## src/rtl/swap_irq_ctrl.sv

```systemverilog
module swap_irq_ctrl #(
  parameter int NSRC = 32,
  parameter int AW   = 8
) (
  input  logic            clk,
  input  logic            rst_n,
  input  logic [NSRC-1:0] src_evt,
  input  logic            wr_en,
  input  logic [AW-1:0]   addr,
  input  logic [31:0]     wdata,
  output logic [31:0]     rdata,
  output logic            cpu_irq
);
  localparam logic [AW-1:0] OFS_EVT  = AW'(8'h20);
  localparam logic [AW-1:0] OFS_MASK = AW'(8'h24);
  localparam logic [AW-1:0] OFS_CLR  = AW'(8'h28);
  localparam logic [AW-1:0] OFS_ID   = AW'(8'h34);
  localparam logic [31:0]   ID_VAL   = 32'hFFFF_BFFF;
  localparam int            CLRALL   = 31;

  function automatic logic [31:0] bswap(input logic [31:0] v);
    return {v[7:0], v[15:8], v[23:16], v[31:24]};
  endfunction

  logic [NSRC-1:0] pend, mask;
  logic            latch;
  logic [31:0]     wd_int;
  logic            wr_mask, wr_clr, clr_all;
  logic [NSRC-1:0] pend_kept;

  assign wd_int   = bswap(wdata);
  assign wr_mask  = wr_en && (addr == OFS_MASK);
  assign wr_clr   = wr_en && (addr == OFS_CLR);
  assign clr_all  = wr_clr && wd_int[CLRALL];
  assign pend_kept = clr_all ? '0 : (wr_clr ? (pend & wd_int[NSRC-1:0]) : pend);
  assign cpu_irq  = latch;

  always_ff @(posedge clk) begin
    if (!rst_n) begin
      pend  <= '0;
      mask  <= '0;
      latch <= 1'b0;
    end else begin
      pend <= pend_kept | src_evt;
      if (wr_mask) mask <= wd_int[NSRC-1:0];
      if (clr_all) latch <= 1'b0;
      else if (|(pend & mask)) latch <= 1'b1;
    end
  end

  always_comb begin
    rdata = '0;
    if (addr[AW-1:2] == OFS_EVT[AW-1:2])     rdata = bswap(32'(pend));
    else if (addr[AW-1:2] == OFS_ID[AW-1:2]) rdata = bswap(ID_VAL);
  end

  assert_src_kept_R8: assert property (@(posedge clk) disable iff (!rst_n)
    1'b1 |=> ((pend & $past(src_evt)) == $past(src_evt)));

  assert_latch_hold_R9: assert property (@(posedge clk) disable iff (!rst_n)
    (cpu_irq && !clr_all) |=> cpu_irq);

  assert_latch_cause_R9: assert property (@(posedge clk) disable iff (!rst_n)
    (!cpu_irq && (pend & mask) == '0) |=> !cpu_irq);

  assert_clear_all_R4: assert property (@(posedge clk) disable iff (!rst_n)
    (clr_all && src_evt == '0) |=> (pend == '0 && !cpu_irq));

  assert_mask_stable_R11: assert property (@(posedge clk) disable iff (!rst_n)
    !wr_mask |=> $stable(mask));
endmodule

```

## config.mk

```make
export PLATFORM = sky130hd
export DESIGN_NAME = swap_irq_ctrl
export DESIGN_NICKNAME = d
export VERILOG_FILES = /design/src/rtl/swap_irq_ctrl.sv
export SDC_FILE = /design/constraint.sdc
export NUM_CORES = 1
export LEC_CHECK = 0
export BUFFER_PORTS_ARGS = -buffer_cell sky130_fd_sc_hd__buf_2
export CORE_MARGIN = 2
export CORE_UTILIZATION = 40
export DETAILED_ROUTE_END_ITERATION = 8
export GPL_TIMING_DRIVEN = 1
export PLACE_DENSITY = 0.66
export SYNTH_ARGS = -nofsm -noshare
export SYNTH_HDL_FRONTEND = slang
export SYNTH_SLANG_ARGS = --single-unit
```

## constraint.sdc

```tcl
create_clock -name clk -period 2.75 [get_ports clk]
set_input_delay 0.6875 -clock clk [delete_from_list [all_inputs] [get_ports clk]]
set_output_delay 0.6875 -clock clk [all_outputs]
set_load 0.02 [all_outputs]
```

* Word-level counts from Yosys, hierarchy flattened *
Cells that the tools add are included.

word-level totals
  register bits = 65

cells by class
  equal/unequal tests = 4
  muxes and demuxes = 4
  bitwise operators = 4
  reductions and logical operators = 5

operators with widths
  kind                                                             number
  32-bit 2-to-1 mux                                                4
  32-bit AND                                                       2
  32-bit OR                                                        1
  32-bit OR reduction                                              1
  8-bit by 6-bit == test with 1-bit output, second input constant  2
  6-bit by 4-bit == test with 1-bit output, second input constant  2
  1-bit logical AND                                                3
  2-bit OR reduction                                               1
  1-bit NOT                                                        1

* Longest topological paths before layout *
  depth in word-level cells = 5
  mapped depth = 6

* Least setup slack after synthesis *
OpenSTA, ideal clock, no wires.

  path type = input -> output
  from = input addr[7]
  to = output rdata[22]
  arrival time = 1.707 ns
  data required time = 2.062 ns
  slack = 0.356 ns
  cell stages on the path = 4
  buffers on the path = 1
  path through = nor4b_4 -> nor3b_4 -> buf_6 -> and2_1

between the ends
  longest elaborated chain between the ends = 2

ends and longest elaborated chain
  element                                   RTL line  source
  from (decl)                               9         input logic [AW-1:0] addr,
  6-bit by 4-bit == test with 1-bit output  53        if (addr[AW-1:2] == OFS_EVT[AW-1:2]) rdata = bswap(32'(pend));
  32-bit 2-to-1 mux                         53
  to (decl)                                 11        output logic [31:0] rdata,

No other way between the ends.

* Worst setup path in the final report *
  from = input addr[3]
  to = output rdata[28]

between the ends
  longest elaborated chain between the ends = 3
  elaborated cells between the ends (all ways) = 4
  those cells by class = 2 x eq/ne; 2 x mux

ends and longest elaborated chain
  element                                   RTL line  source
  6-bit by 4-bit == test with 1-bit output  54        else if (addr[AW-1:2] == OFS_ID[AW-1:2]) rdata = bswap(ID_VAL);
  32-bit 2-to-1 mux                         54
  32-bit 2-to-1 mux (*)                     53

Every way passes the cells marked *; elsewhere a longest branch is shown, timed or not.

==> impl_metrics.csv <==
group,metric,value,unit
clock_tree,h-tree-depth,3,
critical_path,critPathCaptureType,"primary output",
sta,min_period,2.67,ns
synth,yosys.area.top_type,"dfxtp_1",
synth,synth_nets,422,
layout,area_growth,22.9,%
drt,viasPerCell,5.09,
min_path,min_from,"mask[0]",
layout,final_core_utilization,51.5,%
drt,wl,8730,µm
clock_tree,cts_tree,"done",
sta,tns,0,ns
min_path,whs_path_depth,2,
clock_tree,cts_setup_buffers,0,
place,hpwl,6180,µm
sta,fmax,0.375,GHz
synth,synthTopCellsByArea,"dfxtp_1 (40%), o21a_1 (14%), a21boi_2 (10%), nand2_1 (7.3%), a21o_1 (7.1%)",
sta,drv_slew,0,
clock_tree,clkSlewWorstSetupHoldPaths,0.06,ns
min_path,hp-class,"register to register",
layout,n_antenna_cell,0,
power,cellLeakagePower,1.89,nW
grt,antenna_found_initial,0,
clock_tree,clock_sinks,65,
critical_path,r2r-end,"cpu_irq",
synth,ys_seq_area_share,39.8,%
clock_tree,cts_made_buffers,9,
floorplanning,coreArea,7810,µm²
power,vdd_drop_max,0.216,mV
grt,grt.overflow.total,0,
critical_path,critical-path-max-stage-delay,0.34,ns
floorplanning,die_h,94.4,µm
critical_path,worst-path-buf-inv,3,
critical_path,rr_worst_depth,4,
drt,ant_nets,0,
synth,yosysWarnings,0,
outcome,outcome,"finished clean",
sta,tightest_slew,0.719,ns
synth,synth.cell_area,3270,µm²
clock_tree,clkLatencyLatePin,0.33,ns
clock_tree,ctsHoldBuffers,0,
critical_path,path_cells,"buf_2, nor4b_4, nor3b_4, buf_12, a21o_1, buf_2",
power,power.total,2.02,mW
grt,grt_max_degree,34,
sta,setup_viol,0,
floorplanning,die_area,8920,µm²
sta,clock-skew-final,0.00411,ns
min_path,hold_path_end,"mask[0]",
drt,first_iter_violations,94,
critical_path,rr_startpoint,"pend[11]",
clock_tree,ctsResizeCount,0,
critical_path,required,2.06,ns
synth,yosysUniqueCellTypes,24,
grt,grt_pass1_wl,13800,µm
floorplanning,start_util,41.9,%
critical_path,crit_top_cell,"buf_2",
layout,final_cell_mix,"buf_2 (106), dfxtp_1 (65), nand2_1 (64)",
critical_path,worst-path-max-fanout,32,
synth,syn-instance-count,347,
critical_path,crit_path_start_kind,"primary input",
run,cap_violations,0,
critical_path,arrival,1.98,ns
floorplanning,rows,32,
drt,first_pass_iters,5,
drt,num_vias,2802,
synth,yosys.area.top_type_share,39.8,%
synth,synth_seq_cells,65,
clock_tree,ctsLongestPathBuffers,2,
floorplanning,dieWidth,94.4,µm
grt,grt_pass1_vias,2690,
place,place_congestion,0.826,
drt,avgRoutedWirePerCell,15.9,µm
floorplanning,ios,108,
critical_path,r2r_slack,1.53,ns
sta,rsz0062_at_grt,"no",
clock_tree,root_buffer,"clkbuf_8",
critical_path,slowest_stage,"nor4b_4",
sta,hold_viol,0,
synth,synth_area_per_cell,9.43,µm²
sta,slew-limit-headroom,52.0,%
place,port_buffers,107,
drt,drc,0,
sta,fin_crit_sh,97.0,%
layout,drive_above_1_share,36.3,%
layout,mostFrequentLayoutCell,"buf_2",
critical_path,path_class,"primary input to primary output",
layout,fin_nets,520,
grt,grt_usage,20.1,%
power,power_density,503,nW/µm²
critical_path,cp_top_family,"simple AND/OR/NAND/NOR gates",
-- tightest hold or removal path, stage by stage (launching register included) --
cell	delay (ns)
dfxtp_1	0.31
nand2_1	0.04
a21boi_0	0.06
-- registers in the layout, summed over array words and instances (netlist names) --
signal	cells
pend	32
cpu_irq	1
mask	32
-- synth_stat cells, drive strengths merged --
library cell   n
dfxtp         65
nand2         64
o21a          62
a21boi        32
nor2b         32
a21o          31
a22oi         14
buf           14
clkbuf        13
a21oi          3
nand3          3
nand4          3
nor4b          3
and3           2
a222oi         1
and2           1
inv            1
nor3b          1
nor4           1
o21ai          1
-- worst max path at each step --
stage,slack (ns),endpoint,startpoint,cells after the start
floorplan,0.36,rdata[22],addr[7],4
global placement,0.11,rdata[16],addr[7],6
detailed placement,0.06,rdata[28],addr[7],6
CTS,0.07,rdata[28],addr[7],6
global route,0.0004,rdata[27],addr[3],6
finish,0.08,rdata[28],addr[3],6
-- report_power, final --
group / switching [mW] / leakage [nW] / total [mW] / internal (mW)
registers: 0.0321 / 0.534 / 1.01 / 0.976
clock network: 0.349 / 0.102 / 0.809 / 0.461
logic: 0.0909 / 1.25 / 0.203 / 0.113
total: 0.472 / 1.89 / 2.02 / 1.55
-- final cells by class --
class / instances / area, µm²
Fill cell: 792 / 3790
Multi-Input combinational cell: 254 / 1790
Sequential cell: 65 / 1300
Timing Repair Buffer: 114 / 603
Clock buffer: 12 / 155
Tap cell: 102 / 128
Clock inverter: 3 / 40.0
Inverter: 1 / 3.75
-- metrics by stage --
stage	worst slack, ns	cells	hold slack (ns)	cell area (µm²)
global placement	0.112	536	0.452	3820
finish	0.0825	551	0.460	4020
floorplan	0.356	347	0.443	3270
global route	0.000404	551	0.477	4020
CTS	0.0655	551	0.466	4020
detailed placement	0.0613	536	0.457	3820
-- per-layer routing --
| metal | global-route usage (%) | share of wire, % |
|---|---|---|
| met5 | 0 | 0 |
| met3 | 2.95 | 5.3 |
| met1 | 27.6 | 47 |
| met2 | 31.8 | 46 |
| met4 | 7.97 | 1.7 |
-- cell families after synthesis --
group	after synthesis	synth area share, %
flops	65	39.8
simple gates	110	18.4
buf+inv	28	5.55
compound gates	144	36.3
Power figures use the tool's default switching activity.
